==> src/rtl/smc_pkg.sv <==
package smc_pkg;
  localparam int DW     = 32;
  localparam int CTRL_W = 6;
  localparam int RTIM_W = 24;
  localparam int WTIM_W = 12;
  localparam int CNT_W  = 8;

  localparam int C_RD_SYNC    = 0;
  localparam int C_WR_ALLOW   = 1;
  localparam int C_WR_SPLIT   = 2;
  localparam int C_ASYNC_WAIT = 3;
  localparam int C_SYNC_WAIT  = 4;
  localparam int C_WR_SYNC    = 5;

  localparam logic [CTRL_W-1:0] CTRL_RST = 6'h12;
  localparam logic [RTIM_W-1:0] RTIM_RST = 24'h10_2021;
  localparam logic [WTIM_W-1:0] WTIM_RST = 12'h021;

  localparam logic [1:0] SEL_CTRL = 2'd0;
  localparam logic [1:0] SEL_RTIM = 2'd1;
  localparam logic [1:0] SEL_WTIM = 2'd2;
  localparam logic [1:0] SIZE_WORD = 2'd2;

  typedef enum logic [2:0] {S_IDLE, S_ADDR, S_DATA, S_WAIT, S_RESP} seq_st_t;
endpackage

==> src/rtl/smc_cfg_regs.sv <==
module smc_cfg_regs
  import smc_pkg::*;
(
  input  logic              clk,
  input  logic              rst,
  input  logic              wr_en,
  input  logic [1:0]        sel,
  input  logic [DW-1:0]     wdata,
  output logic [CTRL_W-1:0] ctrl,
  output logic [RTIM_W-1:0] rtim,
  output logic [WTIM_W-1:0] wtim,
  output logic [DW-1:0]     rdata
);
  always_ff @(posedge clk) begin
    if (rst) begin
      ctrl <= CTRL_RST;
      rtim <= RTIM_RST;
      wtim <= WTIM_RST;
    end else if (wr_en) begin
      case (sel)
        SEL_CTRL: ctrl <= wdata[CTRL_W-1:0];
        SEL_RTIM: rtim <= wdata[RTIM_W-1:0];
        SEL_WTIM: wtim <= wdata[WTIM_W-1:0];
        default: ;
      endcase
    end
  end

  always_comb begin
    case (sel)
      SEL_CTRL: rdata = DW'(ctrl);
      SEL_RTIM: rdata = DW'(rtim);
      SEL_WTIM: rdata = DW'(wtim);
      default:  rdata = '0;
    endcase
  end
endmodule

==> src/rtl/smc_timing_sel.sv <==
module smc_timing_sel
  import smc_pkg::*;
(
  input  logic              is_wr,
  input  logic [CTRL_W-1:0] ctrl,
  input  logic [RTIM_W-1:0] rtim,
  input  logic [WTIM_W-1:0] wtim,
  output logic [CNT_W-1:0]  a_len,
  output logic [CNT_W-1:0]  d_len,
  output logic [CNT_W-1:0]  tmo,
  output logic              honour,
  output logic              blocked
);
  logic       use_sync;
  logic [3:0] as_f;
  logic [7:0] ds_f;

  always_comb begin
    use_sync = is_wr ? ctrl[C_WR_SYNC] : ctrl[C_RD_SYNC];
    if (is_wr && ctrl[C_WR_SPLIT]) begin
      as_f = wtim[3:0];
      ds_f = wtim[11:4];
    end else begin
      as_f = rtim[3:0];
      ds_f = rtim[11:4];
    end
    if (use_sync) begin
      a_len  = CNT_W'(rtim[15:12]);
      d_len  = CNT_W'(1);
      honour = ctrl[C_SYNC_WAIT];
    end else begin
      a_len  = CNT_W'(as_f);
      d_len  = (ds_f == 8'd0) ? CNT_W'(1) : CNT_W'(ds_f);
      honour = ctrl[C_ASYNC_WAIT];
    end
    tmo     = CNT_W'(rtim[23:16]);
    blocked = is_wr && !ctrl[C_WR_ALLOW];
  end
endmodule

==> src/rtl/smc_seq.sv <==
module smc_seq
  import smc_pkg::*;
#(
  parameter int AW = 16
) (
  input  logic             clk,
  input  logic             rst,
  input  logic             cfg_go,
  input  logic             cfg_err,
  input  logic [DW-1:0]    cfg_rdata,
  input  logic             mem_go,
  input  logic             acc_wr,
  input  logic [AW-1:0]    acc_addr,
  input  logic [DW-1:0]    acc_wdata,
  input  logic [CNT_W-1:0] a_len,
  input  logic [CNT_W-1:0] d_len,
  input  logic [CNT_W-1:0] tmo,
  input  logic             honour,
  input  logic             blocked,
  output logic             idle,
  output logic             rsp_ready,
  output logic             rsp_err,
  output logic [DW-1:0]    rsp_rdata,
  output logic             mem_cs_n,
  output logic             mem_oe_n,
  output logic             mem_we_n,
  output logic [AW-1:0]    mem_addr,
  output logic [DW-1:0]    mem_dout,
  output logic             mem_doe,
  input  logic [DW-1:0]    mem_din,
  input  logic             mem_wait_n
);
  seq_st_t          st;
  logic [CNT_W-1:0] cnt;
  logic [CNT_W-1:0] dlen_q, tmo_q;
  logic             wr_q, honour_q;
  logic             fin, fin_err;

  assign idle = (st == S_IDLE);

  always_comb begin
    fin     = 1'b0;
    fin_err = 1'b0;
    if (st == S_DATA && cnt == '0 && !(honour_q && !mem_wait_n)) fin = 1'b1;
    if (st == S_WAIT && (mem_wait_n || cnt == '0)) begin
      fin     = 1'b1;
      fin_err = !mem_wait_n;
    end
  end

  always_ff @(posedge clk) begin
    if (rst) begin
      st        <= S_IDLE;
      cnt       <= '0;
      dlen_q    <= '0;
      tmo_q     <= '0;
      wr_q      <= 1'b0;
      honour_q  <= 1'b0;
      rsp_ready <= 1'b0;
      rsp_err   <= 1'b0;
      rsp_rdata <= '0;
      mem_cs_n  <= 1'b1;
      mem_oe_n  <= 1'b1;
      mem_we_n  <= 1'b1;
      mem_doe   <= 1'b0;
      mem_addr  <= '0;
      mem_dout  <= '0;
    end else begin
      rsp_ready <= 1'b0;
      rsp_err   <= 1'b0;
      if (fin) begin
        st        <= S_RESP;
        rsp_ready <= 1'b1;
        rsp_err   <= fin_err;
        rsp_rdata <= wr_q ? '0 : mem_din;
        mem_cs_n  <= 1'b1;
        mem_oe_n  <= 1'b1;
        mem_we_n  <= 1'b1;
        mem_doe   <= 1'b0;
      end else begin
        case (st)
          S_IDLE: begin
            if (cfg_go) begin
              st        <= S_RESP;
              rsp_ready <= 1'b1;
              rsp_err   <= cfg_err;
              rsp_rdata <= cfg_rdata;
            end else if (mem_go && blocked) begin
              st        <= S_RESP;
              rsp_ready <= 1'b1;
              rsp_err   <= 1'b1;
              rsp_rdata <= '0;
            end else if (mem_go) begin
              wr_q     <= acc_wr;
              honour_q <= honour;
              dlen_q   <= d_len;
              tmo_q    <= tmo;
              mem_addr <= acc_addr;
              mem_dout <= acc_wdata;
              mem_cs_n <= 1'b0;
              mem_oe_n <= acc_wr;
              mem_doe  <= acc_wr;
              if (a_len != '0) begin
                st  <= S_ADDR;
                cnt <= a_len - CNT_W'(1);
              end else begin
                st       <= S_DATA;
                cnt      <= d_len - CNT_W'(1);
                mem_we_n <= !acc_wr;
              end
            end
          end
          S_ADDR: begin
            if (cnt == '0) begin
              st       <= S_DATA;
              cnt      <= dlen_q - CNT_W'(1);
              mem_we_n <= !wr_q;
            end else begin
              cnt <= cnt - CNT_W'(1);
            end
          end
          S_DATA: begin
            if (cnt == '0) begin
              st  <= S_WAIT;
              cnt <= tmo_q;
            end else begin
              cnt <= cnt - CNT_W'(1);
            end
          end
          S_WAIT:  cnt <= cnt - CNT_W'(1);
          S_RESP:  st <= S_IDLE;
          default: st <= S_IDLE;
        endcase
      end
    end
  end
endmodule

==> src/rtl/smc_bank.sv <==
module smc_bank
  import smc_pkg::*;
#(
  parameter int AW = 16
) (
  input  logic          clk,
  input  logic          rst,
  input  logic          req_valid,
  input  logic          req_cfg,
  input  logic          req_write,
  input  logic [1:0]    req_size,
  input  logic [AW-1:0] req_addr,
  input  logic [DW-1:0] req_wdata,
  output logic          rsp_ready,
  output logic          rsp_err,
  output logic [DW-1:0] rsp_rdata,
  output logic          mem_cs_n,
  output logic          mem_oe_n,
  output logic          mem_we_n,
  output logic [AW-1:0] mem_addr,
  output logic [DW-1:0] mem_dout,
  output logic          mem_doe,
  input  logic [DW-1:0] mem_din,
  input  logic          mem_wait_n
);
  logic              idle, cfg_go, cfg_err, cfg_we, mem_go;
  logic [CTRL_W-1:0] ctrl_q;
  logic [RTIM_W-1:0] rtim_q;
  logic [WTIM_W-1:0] wtim_q;
  logic [DW-1:0]     reg_rdata, cfg_rdata;
  logic [CNT_W-1:0]  a_len, d_len, tmo;
  logic              honour, blocked;

  assign cfg_go    = req_valid && idle && req_cfg;
  assign cfg_err   = (req_size != SIZE_WORD);
  assign cfg_we    = cfg_go && !cfg_err && req_write;
  assign cfg_rdata = (cfg_err || req_write) ? '0 : reg_rdata;
  assign mem_go    = req_valid && idle && !req_cfg;

  smc_cfg_regs u_regs (
    .clk(clk), .rst(rst), .wr_en(cfg_we), .sel(req_addr[1:0]),
    .wdata(req_wdata), .ctrl(ctrl_q), .rtim(rtim_q), .wtim(wtim_q),
    .rdata(reg_rdata)
  );

  smc_timing_sel u_tsel (
    .is_wr(req_write), .ctrl(ctrl_q), .rtim(rtim_q), .wtim(wtim_q),
    .a_len(a_len), .d_len(d_len), .tmo(tmo), .honour(honour),
    .blocked(blocked)
  );

  smc_seq #(.AW(AW)) u_seq (
    .clk(clk), .rst(rst), .cfg_go(cfg_go), .cfg_err(cfg_err),
    .cfg_rdata(cfg_rdata), .mem_go(mem_go), .acc_wr(req_write),
    .acc_addr(req_addr), .acc_wdata(req_wdata), .a_len(a_len),
    .d_len(d_len), .tmo(tmo), .honour(honour), .blocked(blocked),
    .idle(idle), .rsp_ready(rsp_ready), .rsp_err(rsp_err),
    .rsp_rdata(rsp_rdata), .mem_cs_n(mem_cs_n), .mem_oe_n(mem_oe_n),
    .mem_we_n(mem_we_n), .mem_addr(mem_addr), .mem_dout(mem_dout),
    .mem_doe(mem_doe), .mem_din(mem_din), .mem_wait_n(mem_wait_n)
  );
endmodule

==> config.mk <==
export PLATFORM = sky130hd
export DESIGN_NAME = smc_bank
export DESIGN_NICKNAME = d
export VERILOG_FILES = /design/src/rtl/smc_pkg.sv /design/src/rtl/smc_cfg_regs.sv /design/src/rtl/smc_timing_sel.sv /design/src/rtl/smc_seq.sv /design/src/rtl/smc_bank.sv
export SDC_FILE = /design/constraint.sdc
export NUM_CORES = 1
export LEC_CHECK = 0
export BUFFER_PORTS_ARGS = -buffer_cell sky130_fd_sc_hd__buf_2
export CAP_MARGIN = 20
export CORE_MARGIN = 2
export CORE_UTILIZATION = 25
export DETAILED_ROUTE_END_ITERATION = 12
export SETUP_SLACK_MARGIN = 0.4
export SLEW_MARGIN = 10
export SYNTH_ARGS = -nofsm -noshare
export SYNTH_HDL_FRONTEND = slang
export SYNTH_SLANG_ARGS = --single-unit
export TNS_END_PERCENT = 20
==> constraint.sdc <==
create_clock -name clk -period 3.4 [get_ports clk]
set_input_delay 1.02 -clock clk [delete_from_list [all_inputs] [get_ports clk]]
set_output_delay 1.02 -clock clk [all_outputs]
set_load 0.01 [all_outputs]
### After elaboration in Yosys (flattened, before gate mapping)

Index checks and enable logic that the tools add are counted.

* output and inout port bits: 86
* input port bits: 88
* register bits: 157
* logic and storage cells: 130

* equality and inequality tests: 17
* $add $sub $neg: 4
* mux-type cells: 45
* reduce and logical (&&, ||, !) cells: 41
* bitwise operators: 4

Operator list (count)
* $mux 32: 6
* $mux 8: 9
* $pmux 24 s3: 1
* $pmux 8 s4: 1
* $sub 8x1->8 const B: 3
* $mux 3: 6
* $mux 1: 17
* $logic_not 8->1: 2
* $logic_and 1x1->1: 12
* $pmux 3 s4: 1
* $reduce_and 4->1: 3
* $ne 2x2->1 const B: 5
* $reduce_and 5->1: 2
* $mux 4: 2
* $reduce_and 2->1: 4
* $reduce_bool 8->1: 1
* $logic_not 1->1: 7
* $eq 3x2->1 const B: 2
* $ne 2x1->1 const B: 3
* $reduce_and 6->1: 1
* $ne 5x1->1 const B: 1
* $sub 4x1->5 const B: 1
* $ne 4x1->1 const B: 1
* $not 1->1: 4
* other kinds (14): 16

### Depth between registers and ports, before layout

Gate-level depths: netlist of run 1.

* word-level depth: 11
* mapped depth: 11
* depth with buffers taken out: 9

### Cells and area by module

From an unflattened synthesis of run 1, not the netlist that was laid out.

* cells, all modules: 1044
* area, all modules: 8061.5 sq um

By module, submodules not included
* smc_seq: area each 5265.0 sq um, sequential area each 2302.2 sq um, instances 1, cells an instance 718
* smc_cfg_regs: area each 2144.6 sq um, sequential area each 840.8 sq um, instances 1, cells an instance 215
* smc_timing_sel: area each 387.9 sq um, sequential area each 0.0 sq um, instances 1, cells an instance 70
* smc_bank: area each 264.0 sq um, sequential area each 0.0 sq um, instances 1, cells an instance 41

### Worst setup path after synthesis of run 1

Ideal clock, no wire load.

* kind: input -> register
* start point: input port req_write
* end point: register u_seq.cnt[3]
* buffers on the path: 2
* arrival: 3.082 ns
* library setup time: 0.091 ns
* setup slack: 0.227 ns
* data required time: 3.309 ns
* cell stages on the path: 8
* path through: buf_2 -> mux2i_1 -> clkbuf_1 -> a31o_2 -> ha_1 -> o211ai_1 -> or3b_2 -> a311oi_1

* cells in the longest elaborated chain, start to end: 11
* elaborated cells on any way between the ends: 20
* classes of those cells: add/sub (2); eq/ne (1); mux (11); reduce/logical (6)

RTL lines
* start, declared: line smc_bank.sv:10 `input logic req_write,`
* $logic_and 1x1->1: line smc_timing_sel.sv:20 `if (is_wr && ctrl[C_WR_SPLIT]) begin`
* $mux 8: line smc_timing_sel.sv:20
* $logic_not 8->1: line smc_timing_sel.sv:33 `d_len = (ds_f == 8'd0) ? CNT_W'(1) : CNT_W'(ds_f);`
* $mux 8: line smc_timing_sel.sv:33
* $mux 8: line smc_timing_sel.sv:27 `if (use_sync) begin`
* $sub 8x1->8: line smc_seq.sv:108 `cnt <= d_len - CNT_W'(1);`
* $mux 8: line smc_seq.sv:103 `if (a_len != '0) begin`
* $mux 8: line smc_seq.sv:93 `end else if (mem_go) begin`
* $mux 8: line smc_seq.sv:88 `end else if (mem_go && blocked) begin`
* $mux 8: line smc_seq.sv:83 `if (cfg_go) begin`
* $pmux 8 s4: line smc_seq.sv:81 `case (st)`
* end signal, assigned: line smc_seq.sv:105 `cnt <= a_len - CNT_W'(1);`
* end signal, assigned: line smc_seq.sv:108
* end signal, assigned: line smc_seq.sv:116 `cnt <= dlen_q - CNT_W'(1);`
* end, declared: line smc_seq.sv:34 `logic [CNT_W-1:0] cnt;`

Parallel ways exist; a longest one is shown, timed or not. The select of a mux whose other input is x is not followed.
A chain may end at the register's enable or synchronous reset.

### Worst setup path after layout of run 1

* start point: register u_seq.cnt[0]
* end point: register u_seq.rsp_rdata[9]

* cells in the longest elaborated chain, start to end: 7
* elaborated cells on any way between the ends: 11
* classes of those cells: mux (3); reduce/logical (8)

RTL lines
* $logic_not 8->1 (*): line smc_seq.sv:44, smc_seq.sv:45
* $logic_and 1x1->1 (2 in a row): line smc_seq.sv:44 `if (st == S_DATA && cnt == '0 && !(honour_q && !mem_wait_n)) fin = 1'b1;`
* $mux 1: line smc_seq.sv:44
* $mux 1 (*): line smc_seq.sv:45 `if (st == S_WAIT && (mem_wait_n || cnt == '0)) begin`
* $reduce_bool 3->1 (no source line) / $reduce_bool 2->1 (equally long branches)
* $reduce_and 2->1 (no source line)
* end signal, assigned: line smc_seq.sv:75 `rsp_rdata <= wr_q ? '0 : mem_din;`
* end signal, assigned: line smc_seq.sv:87 `rsp_rdata <= cfg_rdata;`
* end, declared: line smc_seq.sv:23 `output logic [DW-1:0] rsp_rdata,`

Every way passes the cells marked *; elsewhere a longest branch is shown, timed or not.

==> results.tsv, run 1 <==
metric	value	unit
vias in the first global route	6084	
Leak Pwr	3.52	nW
Rel. slew slack	47.4	%
Nets	1129	
Synth Net Count	985	
layout cells sized above 1	23.1	%
Max Cap Viol	0	
EDFF count, synth	0	
skew final	0.0121	ns
min Tclk post-route	2.89	ns
Die H	172	microns
Synth area leaders	dfxtp_1 (44%), nand2_1 (12%), a21oi_1 (8.1%)	
post-synthesis async set-or-reset flop share	0	%
DIE WIDTH	172	microns
post-synthesis area per instance	7.95	sq um
Arr. time, crit path	3.26	ns
flops & latches, synth	157	
synth cell count leaders	nand2_1 (221), dfxtp_1 (157), a21oi_1 (115), nor2_1 (55), clkbuf_1 (54)	
Peak VDD IR	0.350	mV
CP max FO	12	
initial detailed-routing violation count	569	
CTS H-tree depth	4	
vias per inst	4.86	
clock root buffer	clkbuf_16	
setup TNS	0	ns
crit end category	flip-flop	
top_reg_cell synth	dfxtp_1	
Routed wire per std cell	15.8	microns
clock edge transition at the registers on the reported setup and hold paths	0.07	ns
cell taking the most area after synthesis	dfxtp_1	
Initial DRT Pass Iterations	5	
detailed-route via count	6937	
Synth top area share	44.3	%
largest net degree at the start of global routing	73	
Total Power	5.47	mW
Layout area overhead	26.0	%
initial antenna violation count	1	
final WL	22.6	mm
Hold Vio Cnt, Final	0	
hold buffer count at cts	0	
Synth cell types	65	
sequential share of the synthesized area	44.3	%
Slew @ Worst Pin	0.788	ns
required time of the critical path	3.77	ns
mapped cell area	7090	sq um
Power Density	612	nW/um^2
max incr delay on CP	0.63	ns
first-pass GRT wire length	34.1	mm
clk sink count	157	
FMAX	346	MHz
Clock Path Buffers	2	
starting density of the core	25.4	%
CP Cell Sequence	inv_1 -> ha_1 -> nor3b_1 -> a31oi_1 -> or3_1 -> a21oi_4 -> and3_2 -> a221o_1	
CTS tree	done	
Worst path slowest cell	or3_1	
Placement Cell Area	8310	sq um
placed insts	1395	
CP Launch Type	flip-flop	
Routability Congestion	0.905	
Core Footprint	27900	sq um
Mapped Cells	892	
Post-route DRC	0	
RSZ-0062 raised after global routing	yes	
fin. max-slew vios	0	
critical path type	flip-flop to flip-flop	
input/output buffers	173	
period utilization	85.0	%
cts bufs inserted	17	
Post-Layout Cell Count	1428	
Post-DRT Antenna Nets	0	
num rows	61	
Hold WC Path Type	flip-flop to flip-flop	
outcome	finished clean	
GRT Total Usage	14.9	%
final setup fails	0	
die area	29700	sq um
# IOs	174	
most instantiated library cell after synthesis	nand2_1	
Design Area, Final	8930	sq um
clk_lat worst skew	0.43	ns
DPL Wire Length	16.6	mm
remaining global-route overflow	0	
Synth warnings	0	
## critical path, delay by kind of cell, from the launching register on
family                   cells  cell delay (ns)
AND/OR/NAND/NOR              3             1.45
flip-flops                   1             0.38
buffers and inverters        1             0.10
adder cells (fa/ha/maj)      1             0.21
AO/OA/AOI/OAI                3             0.68
## sequential cells by signal (all words and copies together), names as in the netlist, 3 cells and up
register and cells:
u_seq.st 3, u_regs.ctrl 6, u_regs.rtim 24, u_seq.rsp_rdata 32, u_seq.mem_dout 32, u_seq.dlen_q 8, u_seq.mem_addr 16, u_seq.tmo_q 8
u_seq.cnt 8, u_regs.wtim 12
## logic make-up after synthesis
group,synth area share [%]
AOI/OAI and AO/OA,22.3
xor gates and xnor gates,1.11
adders and majority gates,0.882
buffers and inverters,4.38
DFF,44.3
muxes,2.56
and+or+nand+nor,24.4
## area by class of cell
class	count	area, sq um
Multi-Input combinational cell	661	3670
Antenna cell	1	2.50
Tap cell	378	473
Inverter	9	33.8
Clock buffer	17	425
Timing Repair Buffer	190	1010
Fill cell	2998	18900
Clock inverter	15	175
Sequential cell	157	3140
## path summary, 6_finish.rpt
path	depth (start not counted)	from	slack, ns	to
max reg2reg	8	u_seq.cnt[0]	0.51	u_seq.rsp_rdata[9]
min reg2reg	2	u_seq.mem_cs_n	0.45	u_seq.mem_cs_n
max	8	u_seq.cnt[0]	0.51	u_seq.rsp_rdata[9]
min	2	u_seq.mem_cs_n	0.45	u_seq.mem_cs_n
## power breakdown
part,switching [mW],internal (mW)
combinational,0.808,0.529
clock,0.855,1.11
sequential,0.178,1.99
total,1.84,3.63
## layer usage
| layer | vias to the layer above | wire length, microns | global-route usage (%) | share of wire, % |
|---|---|---|---|---|
| met5 | - | 0 | 0 | 0 |
| met2 | 156 | 10600 | 23.1 | 47 |
| met4 | 0 | 491 | 6.47 | 2.2 |
| met3 | 26 | 995 | 2.88 | 4.4 |
| li1 | 3444 | - | - | - |
| met1 | 3311 | 10400 | 20.1 | 46 |
## layout by cell type (no fill, tap or decap), types with 3 or more instances in the layout
cell and instances:
a211o_1 3, a211oi_1 11, a21oi_1 115, a221o_1 3, a22o_1 3, a22oi_1 16, a311oi_1 6, a31o_2 6
a31oi_1 19, a32oi_1 6, and2_1 4, and3_1 6, buf_2 172, buf_4 17, clkbuf_16 17, dfxtp_1 157
ha_1 4, inv_1 9, inv_6 6, inv_8 3, mux2i_1 17, nand2_1 221, nand2b_1 5, nand3_1 18
nand3b_1 11, nor2_1 55, nor2b_1 6, nor3_1 12, nor3b_1 19, nor4_1 5, o211ai_1 3, o21a_1 6
o21ai_0 19, o2bb2ai_1 10, o31ai_1 3, xnor2_1 5, xor2_1 4
## what timing repair did
action | CTS | global route
setup endpoints to repair | 0 | 31
gates resized for setup | 0 | 2
buffers inserted | 0 | 0
endpoints found under the hold margin | 0 | 0
## metrics by stage
stage                     worst slack (ns)  hold slack [ns]  utilization, %
after floorplan                      0.426            0.436               -
after CTS                            0.479            0.451            32.0
after global placement               0.325            0.430            29.8
after global routing                 0.267            0.470            32.1
after detailed placement             0.277            0.441            29.8
final                                0.510            0.447            32.1
(Power assumes the default switching activity.)
==> run 2: changes to the inputs <==
==> constraint.sdc (replaced) <==
create_clock -name clk -period 3.4 [get_ports clk]
set_input_delay 0.17 -clock clk [delete_from_list [all_inputs] [get_ports clk]]
set_output_delay 0.17 -clock clk [all_outputs]
set_load 0.01 [all_outputs]
==> results.tsv, run 2 (synthesized netlist as in run 1, its figures left out) <==
metric	value	unit	change
Die H	172	microns	unchanged
min Tclk post-route	2.67	ns	was 2.89 ns
Post-Layout Cell Count	1481		was 1,428
Critical Path End	u_seq.rsp_rdata[8]		was u_seq.rsp_rdata[9]
Internal	3.63	mW	about the same
most frequent cells in the layout	nand2_1 (221), buf_2 (172), dfxtp_1 (157), a21oi_1 (115), nor2_1 (55)		unchanged
DP Worst Slack	0.582	ns	was 0.277 ns
Largest regs	u_seq.mem_dout (32), u_seq.rsp_rdata (32), u_regs.rtim (24)		unchanged
initial detailed-routing violation count	450		was 569
skew final	0.0174	ns	was 0.0121 ns
worst setup margin	0.730	ns	was 0.510 ns
starting density of the core	25.4	%	unchanged
fin. max-slew vios	0		unchanged
DPL Wire Length	16.8	mm	was 16.6 mm
Reg2Reg Capture Point	u_seq.rsp_rdata[8]		was u_seq.rsp_rdata[9]
Routed wire per std cell	16.1	microns	was 15.8 microns
register area	3140	sq um	unchanged
num rows	61		unchanged
area occupied by multi-input gates	3650	sq um	was 3670 sq um
initial antenna violation count	1		unchanged
setup bufs post-CTS	0		unchanged
crit end category	flip-flop		unchanged
input/output buffers	173		unchanged
Hold WC Path Type	input port to flip-flop		was flip-flop to flip-flop
RSZ-0062 raised after global routing	no		was yes
Clock Path Buffers	2		unchanged
R2R setup slack	0.73	ns	was 0.51 ns
logic gate share of total power	26.4	%	was 24.5%
Setup crit start	u_seq.cnt[0]		unchanged
detailed-route via count	7165		was 6,937
first-pass GRT wire length	36.6	mm	was 34.1 mm
remaining global-route overflow	0		unchanged
clk sink count	157		unchanged
Initial DRT Pass Iterations	5		unchanged
period utilization	78.5	%	was 85.0%
layout cells sized above 1	21.8	%	was 23.1%
setup TNS	0	ns	unchanged
required time of the critical path	3.77	ns	about the same
DIE WIDTH	172	microns	unchanged
Post-DRT Antenna Nets	0		unchanged
GRT Total Usage	15.9	%	was 14.9%
placed insts	1394		was 1,395
FMAX	375	MHz	was 346 MHz
Power Density	586	nW/um^2	was 612 nW/um^2
vias per inst	4.84		was 4.86
vias in the first global route	6612		was 6,084
final WL	23.8	mm	was 22.6 mm
Clk pwr share	35.2	%	was 35.9%
fin util	33.9	%	was 32.1%
FF-to-FF Start	u_seq.cnt[0]		unchanged
clock edge transition at the registers on the reported setup and hold paths	0.07	ns	about the same
final setup fails	0		unchanged
cts bufs inserted	17		unchanged
CTS tree	done		unchanged
Max Cap Viol	0		unchanged
fillers	2913		was 2,998
Post-route DRC	0		unchanged
Arr. time, crit path	3.04	ns	was 3.26 ns
critical path type	flip-flop to flip-flop		unchanged
Layout area overhead	33.2	%	was 26.0%
clk_lat worst skew	0.44	ns	was 0.43 ns
Hold Vio Cnt, Final	0		unchanged
reg2reg path depth	8		unchanged
Leak Pwr	3.75	nW	was 3.52 nW
clock root buffer	clkbuf_16		unchanged
# IOs	174		unchanged
switching share of power	34.5	%	was 33.7%
sequential share of power	38.4	%	was 39.6%
Rel. slew slack	42.2	%	was 47.4%
CTS H-tree depth	4		unchanged
outcome	finished clean		unchanged
CP Launch Type	flip-flop		unchanged
Slew @ Worst Pin	0.866	ns	was 0.788 ns
Routability Congestion	0.877		was 0.905
CP max FO	12		unchanged
die area	29700	sq um	unchanged
most common cell after layout, fill and taps aside	nand2_1		unchanged
Nets	1181		was 1,129
Psw	1.91	mW	was 1.84 mW
Core Footprint	27900	sq um	unchanged
largest net degree at the start of global routing	71		was 73
Peak VDD IR	0.373	mV	was 0.350 mV
[run 2: through the flow]
step | hold slack [ns] | cell area, sq um | power, mW
2_1_floorplan | 0.247 | 7090 | 3.12
3_3_place_gp | 0.409 | 8310 | 3.54
3_5_place_dp | 0.417 | 8310 | 3.56
4_1_cts | 0.00114 | 9430 | 5.57
5_1_grt | 0.0206 | 9440 | 5.84
6_report | 0.0136 | 9440 | 5.54
[run 2: power by group through the flow]
| stage | Combinational, mW | Clock [mW] | Sequential [mW] |
|---|---|---|---|
| floorplan | 0.945 | 0 | 2.17 |
| global placement | 1.39 | 0 | 2.15 |
| detailed placement | 1.39 | 0 | 2.16 |
| CTS | 1.44 | 2.01 | 2.12 |
| global route | 1.61 | 2.08 | 2.15 |
| finish | 1.46 | 1.95 | 2.13 |
[run 2: cell type report]
class / instances / share of cell area, %
Clock buffer: 17 / 4.50
Timing Repair Buffer: 242 / 16.3
Inverter: 9 / 0.358
Tap cell: 378 / 5.01
Clock inverter: 15 / 1.76
Sequential cell: 157 / 33.3
Antenna cell: 2 / 0.0530
Multi-Input combinational cell: 661 / 38.7
[run 2: worst max-delay path: stages (launching register included)]
cell	delay [ns]
dfxtp_1	0.36
inv_1	0.10
ha_1	0.20
nor3b_2	0.28
a31oi_1	0.15
or3_1	0.63
a21oi_4	0.27
and3_2	0.40
a221o_1	0.21
[run 2: per-layer routing]
metal,vias to the layer above,part of all wire [%],global-route usage [%]
li1,3532,-,-
met1,3366,44,20.7
met2,229,48,25.9
met3,38,4.5,2.70
met4,0,2.7,6.72
met5,-,0,0
[run 2: worst min path at each step]
stage / startpoint / endpoint / slack, ns / cells after the start
final: mem_din[7] / u_seq.rsp_rdata[7] / 0.01 / 3
after global routing: mem_din[7] / u_seq.rsp_rdata[7] / 0.02 / 3
after CTS: mem_din[7] / u_seq.rsp_rdata[7] / 0.001 / 3
after detailed placement: req_addr[11] / u_seq.mem_addr[11] / 0.42 / 3
after global placement: req_addr[11] / u_seq.mem_addr[11] / 0.41 / 3
after floorplan: rst / u_seq.st[2] / 0.25 / 1
[run 2: repair_timing]
item	CTS	global route
setup endpoints to repair	0	16
gates resized for setup	0	2
endpoints found under the hold margin	78	0
hold buffers	53	0
